## config.mk

```make
export PLATFORM = sky130hd
export DESIGN_NAME = ucode_debug_ctrl
export DESIGN_NICKNAME = d
export VERILOG_FILES = /design/src/rtl/udbg_pkg.sv /design/src/rtl/udbg_ctrl_fsm.sv /design/src/rtl/udbg_snapshot.sv /design/src/rtl/ucode_debug_ctrl.sv
export SDC_FILE = /design/constraint.sdc
export NUM_CORES = 1
export LEC_CHECK = 0
export ABC_AREA = 1
export BUFFER_PORTS_ARGS = -buffer_cell sky130_fd_sc_hd__buf_2
export CORE_UTILIZATION = 41
export DETAILED_ROUTE_END_ITERATION = 12
export PLACE_DENSITY = 0.76
export SETUP_SLACK_MARGIN = 0.05
export SKIP_CTS_REPAIR_TIMING = 1
export SYNTH_ARGS = -nofsm -noshare
export SYNTH_HDL_FRONTEND = slang
export SYNTH_SLANG_ARGS = --single-unit
```

## constraint.sdc

```tcl
create_clock -name clk -period 1.1 [get_ports clk]
set_input_delay 0.22 -clock clk [delete_from_list [all_inputs] [get_ports clk]]
set_output_delay 0.22 -clock clk [all_outputs]
set_load 0.05 [all_outputs]
```

## src/rtl/udbg_pkg.sv

```systemverilog
package udbg_pkg;

  typedef enum logic [1:0] {
    M_STOP  = 2'd0,
    M_RUN   = 2'd1,
    M_RUNBP = 2'd2
  } mode_e;

  localparam logic [2:0] C_RUN    = 3'd1;
  localparam logic [2:0] C_STEP   = 3'd2;
  localparam logic [2:0] C_IDLE   = 3'd3;
  localparam logic [2:0] C_RUNBP  = 3'd4;
  localparam logic [2:0] C_CLEAR  = 3'd5;
  localparam logic [2:0] C_CANCEL = 3'd6;

  // Halt decision: only in breakpoint mode, never on the first cycle of it.
  function automatic logic halt_on_flag(mode_e m, logic flag, logic first);
    return (m == M_RUNBP) && flag && !first;
  endfunction

endpackage

```

## src/rtl/udbg_ctrl_fsm.sv

```systemverilog
module udbg_ctrl_fsm
  import udbg_pkg::*;
(
  input  logic       clk,
  input  logic       rst_n,
  input  logic       cmd_valid,
  input  logic [2:0] cmd_code,
  input  logic       bp_flag,
  output logic       adv_en,
  output logic       seq_clear,
  output logic [1:0] mode,
  output logic       bp_hit,
  output logic       cap_now
);

  mode_e mode_q, mode_d;
  logic  step_q, step_d;
  logic  clear_q, clear_d;
  logic  first_q, first_d;
  logic  cap_q, cap_d;
  logic  hit_q, hit_d;

  // named events
  logic bp_evt;
  logic cancel_evt;
  logic normal_acc;

  assign bp_evt     = halt_on_flag(mode_q, bp_flag, first_q);
  assign cancel_evt = cmd_valid && (mode_q == M_RUNBP) && (cmd_code == C_CANCEL) && !bp_evt;
  assign normal_acc = cmd_valid && (mode_q != M_RUNBP);

  assign adv_en = (mode_q == M_RUN) || step_q || ((mode_q == M_RUNBP) && !bp_evt);

  always_comb begin
    mode_d  = mode_q;
    step_d  = 1'b0;
    clear_d = 1'b0;
    first_d = 1'b0;
    hit_d   = 1'b0;
    cap_d   = step_q || clear_q;
    if (bp_evt) begin
      mode_d = M_STOP;
      hit_d  = 1'b1;
      cap_d  = 1'b1;
    end else if (cancel_evt) begin
      mode_d = M_STOP;
      cap_d  = 1'b1;
    end else if (normal_acc) begin
      case (cmd_code)
        C_RUN:   mode_d = M_RUN;
        C_RUNBP: begin
          mode_d  = M_RUNBP;
          first_d = 1'b1;
        end
        C_IDLE: begin
          mode_d = M_STOP;
          cap_d  = 1'b1;
        end
        C_STEP: begin
          if (mode_q == M_STOP && !step_q && !clear_q) step_d = 1'b1;
        end
        C_CLEAR: begin
          mode_d  = M_STOP;
          clear_d = 1'b1;
        end
        default: mode_d = mode_q;
      endcase
    end
  end

  always_ff @(posedge clk or negedge rst_n) begin
    if (!rst_n) begin
      mode_q  <= M_STOP;
      step_q  <= 1'b0;
      clear_q <= 1'b0;
      first_q <= 1'b0;
      cap_q   <= 1'b0;
      hit_q   <= 1'b0;
    end else begin
      mode_q  <= mode_d;
      step_q  <= step_d;
      clear_q <= clear_d;
      first_q <= first_d;
      cap_q   <= cap_d;
      hit_q   <= hit_d;
    end
  end

  assign seq_clear = clear_q;
  assign mode      = mode_q;
  assign bp_hit    = hit_q;
  assign cap_now   = cap_q;

  a_r1_run_holds: assert property (@(posedge clk) disable iff (!rst_n)
    (mode_q == M_RUN && !cmd_valid) |=> (mode_q == M_RUN && adv_en));

  a_r2_step_single: assert property (@(posedge clk) disable iff (!rst_n)
    step_q |=> !step_q);

  a_r3_clear_stopped: assert property (@(posedge clk) disable iff (!rst_n)
    clear_q |-> (!adv_en && mode_q == M_STOP));

  a_r4_bp_halts: assert property (@(posedge clk) disable iff (!rst_n)
    bp_evt |=> (mode_q == M_STOP && !adv_en));

  a_r5_hit_pulse: assert property (@(posedge clk) disable iff (!rst_n)
    hit_q |=> !hit_q);

  a_r6_cancel_stops: assert property (@(posedge clk) disable iff (!rst_n)
    cancel_evt |=> (mode_q == M_STOP && !adv_en));

  a_r7_bp_mode_deaf: assert property (@(posedge clk) disable iff (!rst_n)
    (mode_q == M_RUNBP && cmd_valid && cmd_code != C_CANCEL && !bp_evt) |=> (mode_q == M_RUNBP));

endmodule

```

## src/rtl/udbg_snapshot.sv

```systemverilog
module udbg_snapshot #(
  parameter int IW    = 4,
  parameter int DW    = 16,
  parameter int AW    = 12,
  parameter int DEPTH = 5
) (
  input  logic                clk,
  input  logic                rst_n,
  input  logic                cap,
  input  logic [IW-1:0]       in_instr,
  input  logic [DW-1:0]       in_d,
  input  logic [AW-1:0]       in_pc,
  input  logic [AW-1:0]       in_r,
  input  logic [DEPTH*AW-1:0] in_stack,
  output logic [IW-1:0]       out_instr,
  output logic [DW-1:0]       out_d,
  output logic [AW-1:0]       out_pc,
  output logic [AW-1:0]       out_r,
  output logic [DEPTH*AW-1:0] out_stack
);

  always_ff @(posedge clk or negedge rst_n) begin
    if (!rst_n) begin
      out_instr <= '0;
      out_d     <= '0;
      out_pc    <= '0;
      out_r     <= '0;
    end else if (cap) begin
      out_instr <= in_instr;
      out_d     <= in_d;
      out_pc    <= in_pc;
      out_r     <= in_r;
    end
  end

  for (genvar e = 0; e < DEPTH; e++) begin : g_stk
    always_ff @(posedge clk or negedge rst_n) begin
      if (!rst_n)   out_stack[e*AW +: AW] <= '0;
      else if (cap) out_stack[e*AW +: AW] <= in_stack[e*AW +: AW];
    end
  end

  a_r10_frozen: assert property (@(posedge clk) disable iff (!rst_n)
    !cap |=> ($stable(out_pc) && $stable(out_d) && $stable(out_stack)));

endmodule

```

## src/rtl/ucode_debug_ctrl.sv

```systemverilog
module ucode_debug_ctrl #(
  parameter int IW     = 4,
  parameter int BP_BIT = 20,
  parameter int AW     = 12,
  parameter int DEPTH  = 5
) (
  input  logic                 clk,
  input  logic                 rst_n,
  input  logic                 cmd_valid,
  input  logic [2:0]           cmd_code,
  input  logic [BP_BIT:0]      seq_field,
  input  logic [AW-1:0]        cur_pc,
  input  logic [AW-1:0]        cur_r,
  input  logic [DEPTH*AW-1:0]  cur_stack,
  output logic                 adv_en,
  output logic                 seq_clear,
  output logic [1:0]           mode,
  output logic                 bp_hit,
  output logic [IW-1:0]        snap_instr,
  output logic [BP_BIT-IW-1:0] snap_d,
  output logic [AW-1:0]        snap_pc,
  output logic [AW-1:0]        snap_r,
  output logic [DEPTH*AW-1:0]  snap_stack
);

  localparam int DW = BP_BIT - IW;

  logic          bp_flag;
  logic          cap_now;
  logic [IW-1:0] fld_instr;
  logic [DW-1:0] fld_d;

  assign bp_flag   = seq_field[BP_BIT];
  assign fld_instr = seq_field[IW-1:0];
  assign fld_d     = seq_field[BP_BIT-1:IW];

  udbg_ctrl_fsm i_fsm (
    .clk       (clk),
    .rst_n     (rst_n),
    .cmd_valid (cmd_valid),
    .cmd_code  (cmd_code),
    .bp_flag   (bp_flag),
    .adv_en    (adv_en),
    .seq_clear (seq_clear),
    .mode      (mode),
    .bp_hit    (bp_hit),
    .cap_now   (cap_now)
  );

  udbg_snapshot #(.IW(IW), .DW(DW), .AW(AW), .DEPTH(DEPTH)) i_snap (
    .clk       (clk),
    .rst_n     (rst_n),
    .cap       (cap_now),
    .in_instr  (fld_instr),
    .in_d      (fld_d),
    .in_pc     (cur_pc),
    .in_r      (cur_r),
    .in_stack  (cur_stack),
    .out_instr (snap_instr),
    .out_d     (snap_d),
    .out_pc    (snap_pc),
    .out_r     (snap_r),
    .out_stack (snap_stack)
  );

  a_r11_stop_no_adv: assert property (@(posedge clk) disable iff (!rst_n)
    (mode == 2'd0 && !$past(cmd_valid) && !bp_hit && !cap_now) |-> !seq_clear || !adv_en);

endmodule

```

==> results of run 1 <==
per-stage QoR:
stage	TNS, ps	instance area [sq um]	worst slack (ps)	utilization [%]	instances
2_1_floorplan	-4190	4540	-151	-	268
3_3_place_gp	-6700	5830	-96.8	55.9	629
3_5_place_dp	-10050	5830	-145	55.9	629
4_1_cts	-26410	6010	-492	57.7	644
5_1_grt	-28690	7440	-429	71.5	701
6_report	-21900	7440	-370	71.5	701
cell type report:
class	instances	share of cell area (%)
well taps	136	2.29
multi-input cells	136	21.5
clock buffers	12	2.22
inverters	9	0.454
clock inverters	3	0.235
repair buffers	294	35.9
flip-flops and latches	111	37.4
critical path: stages (launching register included):
cell	delay, ps
dfrtp_1	380
nor2_1	250
o21ai_4	100
buf_8	160
path summary, 6_finish.rpt:
check / slack [ps] / end / depth (start not counted) / startpoint
setup / recovery: -370 / adv_en / 3 / i_fsm.first_q$_DFF_PN0_
hold / removal: 80 / i_snap.out_d[15]$_DFFE_PN0P_ / 2 / seq_field[19]
setup reg to reg: -200 / i_snap.out_stack[10]$_DFFE_PN0P_ / 3 / i_fsm.cap_now$_DFF_PN0_
hold reg to reg: 540 / i_snap.out_stack[46]$_DFFE_PN0P_ / 1 / i_snap.out_stack[46]$_DFFE_PN0P_
max in group asynchronous: 310 / i_snap.out_stack[52]$_DFFE_PN0P_ / 3 / rst_n
min in group asynchronous: 260 / i_snap.out_stack[32]$_DFFE_PN0P_ / 2 / rst_n
cell families after synthesis:
kind of cell | after synthesis
flip-flops | 111
multiplexers | 104
AND/OR/NAND/NOR | 28
buffers and inverters | 21
AO/OA/AOI/OAI | 4
per-layer routing:
metal  vias to the layer above  part of all wire [%]  routed length, um  GRT usage (%)
met3                        30                   5.8                724           5.46
met5                         -                     0                  0              0
met4                         0                   2.5                318           6.45
met1                      1620                    37               4670           21.5
met2                       139                    54               6800           30.8
li1                       1493                     -                  -              -
placed cells by master, fill, tap and decap left out, types with 5 or more instances in the layout:
cell type  instances
buf_6            110
buf_2            109
dfrtp_1          107
mux2_4            60
buf_4             50
mux2_2            44
clkbuf_8          12
nand2_1           11
buf_12            10
inv_1              8
clkbuf_16          8
nor2_1             6
buf_8              5
state kept, by name, indices dropped and copies added (netlist names):
| signal | flops |
|---|---|
| i_fsm.bp_hit | 1 |
| i_snap.out_d | 16 |
| i_snap.out_pc | 12 |
| i_snap.out_r | 12 |
| i_fsm.seq_clear | 1 |
| i_snap.out_instr | 4 |
| i_fsm.step_q | 1 |
| i_fsm.cap_now | 1 |
| i_fsm.first_q | 1 |
| i_fsm.mode | 2 |
| i_snap.out_stack | 60 |
power by group:
group	total (mW)	switching [mW]	internal (mW)
registers	7.53	1.53	6.00
clock network	2.31	1.32	0.992
logic	16.9	9.37	7.49
cell usage after synthesis:
cell type | instances | area share, %
buf_2 | 4 | 0.45
a21oi_1 | 3 | 0.34
dfrtp_1 | 111 | 62
or2_2 | 1 | 0.14
nand2_1 | 16 | 1.3
buf_8 | 1 | 0.34
mux2_2 | 44 | 11
nor3_1 | 1 | 0.11
mux2_4 | 60 | 20
inv_1 | 9 | 0.76
buf_6 | 7 | 1.8
nor2_1 | 8 | 0.67
nand3_1 | 1 | 0.11
o21ai_0 | 1 | 0.11
nand4_1 | 1 | 0.14
==> impl_metrics.tcl, run 1 <==
set metrics [dict create \
    synth_mux_area_share_pct 31.3 \
    end_kind "output pin" \
    start_util_pct 42.8 \
    clock-sinks 111 \
    clock-root-buffer "clkbuf_8" \
    via_per_inst 4.68 \
    maxCapViolCount 0 \
    dp_hpwl_mm 7.54 \
    finalCritPeriodShare_pct 134 \
    min_period_ps 1470 \
    synth_top_family_by_area "multiplexers" \
    area_delta_synth_final_pct 67.1 \
    synth-simple-area-share_pct 2.53 \
    clock.fmax_mhz 680 \
    synth_xor_area_share_pct 0 \
    ios 220 \
    maxSlewViolCount 0 \
    netlist_instances 268 \
    netlist_area_sq_um 4450 \
    violations "setup timing" \
    num_rows 37 \
    htree_levels 3 \
    numCtsBuffers 9 \
    irDropWorstVdd_mv 2.33 \
    ys_seq_area_share_pct 62.4 \
    hp-class "in -> reg" \
    grt_pass1_wl_mm 15.8 \
    ys_ff_latch 111 \
    track_usage_pct 18.1 \
    finalNetCount 672 \
    worst_slack_ps -370 \
    worstSetupPathType "reg -> out" \
    portBuffers 219 \
    drc 0 \
    cp-start-kind "flip-flop" \
    drt_wl_total_mm 12.5 \
    slew_headroom_pct 81.4 \
    grt_pass1_vias 3201 \
    cts_buffer_depth 2 \
    num_vias 3282 \
    wl_per_cell_um 17.8 \
    run_status "finished with violations" \
    rsz0062_at_grt "yes" \
    cp.required_ps 880 \
    setup_viol 209 \
    synth_compound_area_share_pct 0.449 \
    p_total_mw 26.7 \
    clock_latency_ps 360 \
    holdWs_ps 75.9 \
    core_area_sq_um 10400 \
    grt_max_degree 46 \
    drive_above_1_share_pct 76.1 \
    multiInputGateArea_sq_um 1600 \
    cts_tree "built" \
    firstDrtPassIters 4 \
    worstPathMaxFanout 2 \
    gp_congestion 0.772 \
    die_area_sq_um 11300 \
    ys_warn_count 0 \
    synth_cell_types 15 \
    path_clk_slew_ps 100 \
    final_hold_viol_count 0 \
    grt_overflow 0 \
    first_iter_violations 93 \
    die_h_um 106 \
    fin_skew_ps 5.82 \
    power.leakage_nw 3.70 \
    tightest_slew_ps 278 \
    power.density_nw_per_um2 3590 \
    synth.avg_cell_area_sq_um 16.6 \
    synth_nets 379 \
    fill_cells 684 \
    die_w_um 106 \
    synth_fa_ha_area_share_pct 0 \
    n_antenna_cell 0 \
    worstPathArrival_ps 1250 \
    ant_nets 0 \
    regArea_sq_um 2790 \
    grt_antenna_before_repair 0 \
]
(Power assumes the default switching activity.)
==> inputs of run 2 (changes only) <==
Settings changed: ABC_AREA 1 to not set.
==> impl_metrics.tcl, run 2 <==
set metrics [dict create \
    end_kind "output pin" \
    final_cell_mix "buf_6, buf_2, dfrtp_1, mux2_4, buf_4" \
    dp_hpwl_mm 7.14 \
    ys_ff_latch 111 \
    synthTopCellsByCount "dfrtp_1, mux2_4, mux2_2, buf_6" \
    maxCapViolCount 0 \
    synth_edf_count 0 \
    grt_overflow 0 \
    ff2ff_setup_slack_ps -240 \
    finalCritPeriodShare_pct 133 \
    core_area_sq_um 10400 \
    die_w_um 106 \
    wl_per_cell_um 18.3 \
    violations "setup timing" \
    grt_pass1_wl_mm 15.7 \
    regMostFlops "i_snap.out_stack" \
    synth_top_cell_area_share_pct 62.4 \
    clock-root-buffer "clkbuf_8" \
    tightest_slew_ps 281 \
    track_usage_pct 18.2 \
    worstSetupPathType "reg -> out" \
    synth.avg_cell_area_sq_um 17.3 \
    mostFrequentLayoutCell "buf_6" \
    grt_pass1_vias 3231 \
    drive_above_1_share_pct 76.2 \
    hold_end "i_snap.out_d[13]$_DFFE_PN0P_" \
    first_iter_violations 99 \
    area_delta_synth_final_pct 66.0 \
    ys_warn_count 0 \
    ys_top_cells_by_area "dfrtp_1, mux2_4, mux2_2" \
    ios 220 \
    grt_antenna_before_repair 0 \
    timing.rr.end "i_snap.out_stack[56]$_DFFE_PN0P_" \
    largest_register_ffs 60 \
    maxSlewViolCount 0 \
    run_status "finished with violations" \
    cp_slowest_stage_delay_ps 470 \
    cp_slowest_cell "dfrtp_2" \
    portBuffers 219 \
    via_per_inst 4.83 \
    r2r-start "i_fsm.cap_now$_DFF_PN0_" \
    dp_slack_ps -139 \
    ant_nets 0 \
    clock_latency_ps 370 \
    synth_cell_types 21 \
    fin_area_sq_um 7390 \
    place_area_sq_um 5790 \
    final_util_pct 71.0 \
    drt_wl_total_mm 12.6 \
    clock-sinks 111 \
    worstPathMaxFanout 4 \
    cp-start-kind "flip-flop" \
    netlist_instances 257 \
    worstPathArrival_ps 1250 \
    slew_headroom_pct 81.3 \
    hp-start "seq_field[17]" \
    yosys_most_used_dff "dfrtp_1" \
    finalNetCount 658 \
    setup_viol 216 \
    num_vias 3319 \
    start_util_pct 42.8 \
    async_reset_ff_share_pct 100 \
    die_area_sq_um 11300 \
    worst_slack_ps -367 \
    path_clk_slew_ps 100 \
    final_hold_viol_count 0 \
    n_antenna_cell 0 \
    ys_seq_area_share_pct 62.4 \
    cts_tree "built" \
    synth_nets 368 \
    netlist_area_sq_um 4450 \
    min_path_cells 2 \
    path_cells "a21oi_4 > o21ai_4 > buf_6" \
    drc 0 \
    gp_congestion 0.763 \
    hp-class "in -> reg" \
    fin_skew_ps 8.92 \
    rsz0062_at_grt "yes" \
    numCtsBuffers 9 \
    fin_setup_tns_ps -23650 \
    die_h_um 106 \
    grt_max_degree 52 \
    cts_buffer_depth 2 \
    min_period_ps 1470 \
    clock.fmax_mhz 682 \
    post-synth-top-count-cell "dfrtp_1" \
    htree_levels 3 \
    largestRegisters "i_snap.out_stack (60), i_snap.out_d (16)" \
    synth_top_area_cell "dfrtp_1" \
    firstDrtPassIters 4 \
    num_rows 37 \
    cp.required_ps 880 \
    r2r_cells 4 \
]
==> run 2: cell types whose count changed after synthesis, moves of 2 or more <==
cell,change
nand4b_1,+2
nand2_1,-12
nand2b_1,+2
nor2_1,-4
inv_1,-6
==> run 2: critical path: cells and delay by family, from the launching register on <==
family                 cells  cell delay, ps
AOI/OAI and AO/OA          2             260
buffers and inverters      1             150
DFF                        1             470
==> run 2: final cells by class <==
type / count / area, sq um
fill: 705 / 3020
tap: 136 / 170
inverter: 3 / 11.3
multi-input combinational: 131 / 1600
timing repair buffer: 291 / 2630
sequential: 111 / 2790
clock buffer: 12 / 155
clock inverter: 3 / 42.5
==> run 2: kinds of logic after synthesis <==
group / Yosys count / share of synthesized area (%)
DFF: 111 / 62.4
muxes: 104 / 31.3
and+or+nand+nor: 17 / 2.08
buffers and inverters: 15 / 2.81
AOI/OAI and AO/OA: 10 / 1.40
==> run 2: worst max-delay path by stage <==
stage                               from                           to  slack, ps  depth (start not counted)
2_1_floorplan  i_fsm.mode[1]$_DFFE_PN0P_                       adv_en       -120                          3
3_3_place_gp     i_fsm.cap_now$_DFF_PN0_  i_snap.out_d[8]$_DFFE_PN0P_       -100                          2
3_5_place_dp     i_fsm.cap_now$_DFF_PN0_  i_snap.out_d[8]$_DFFE_PN0P_       -140                          2
4_1_cts        i_fsm.mode[1]$_DFFE_PN0P_                       adv_en       -480                          4
5_1_grt        i_fsm.mode[0]$_DFFE_PN0P_                       adv_en       -420                          3
6_report       i_fsm.mode[0]$_DFFE_PN0P_                       adv_en       -370                          3
==> run 2: per-stage QoR <==
step / instances / hold slack, ps
3_5_place_dp: 612 / 105
4_1_cts: 627 / -328
5_1_grt: 687 / 28.0
3_3_place_gp: 612 / 102
6_report: 687 / 70.6
2_1_floorplan: 257 / -75.6
==> run 2: per-layer routing <==
metal	up-vias	GRT usage (%)	routed length [um]
li1	1482	-	-
met1	1663	21.1	4610
met2	152	30.3	6870
met3	22	7.85	886
met4	0	5.36	240
met5	-	0	0
Power of run 2 is left out: the tool's default activity adds up to more than one toggle a clock period on the data nets, which glitch-free logic cannot reach.
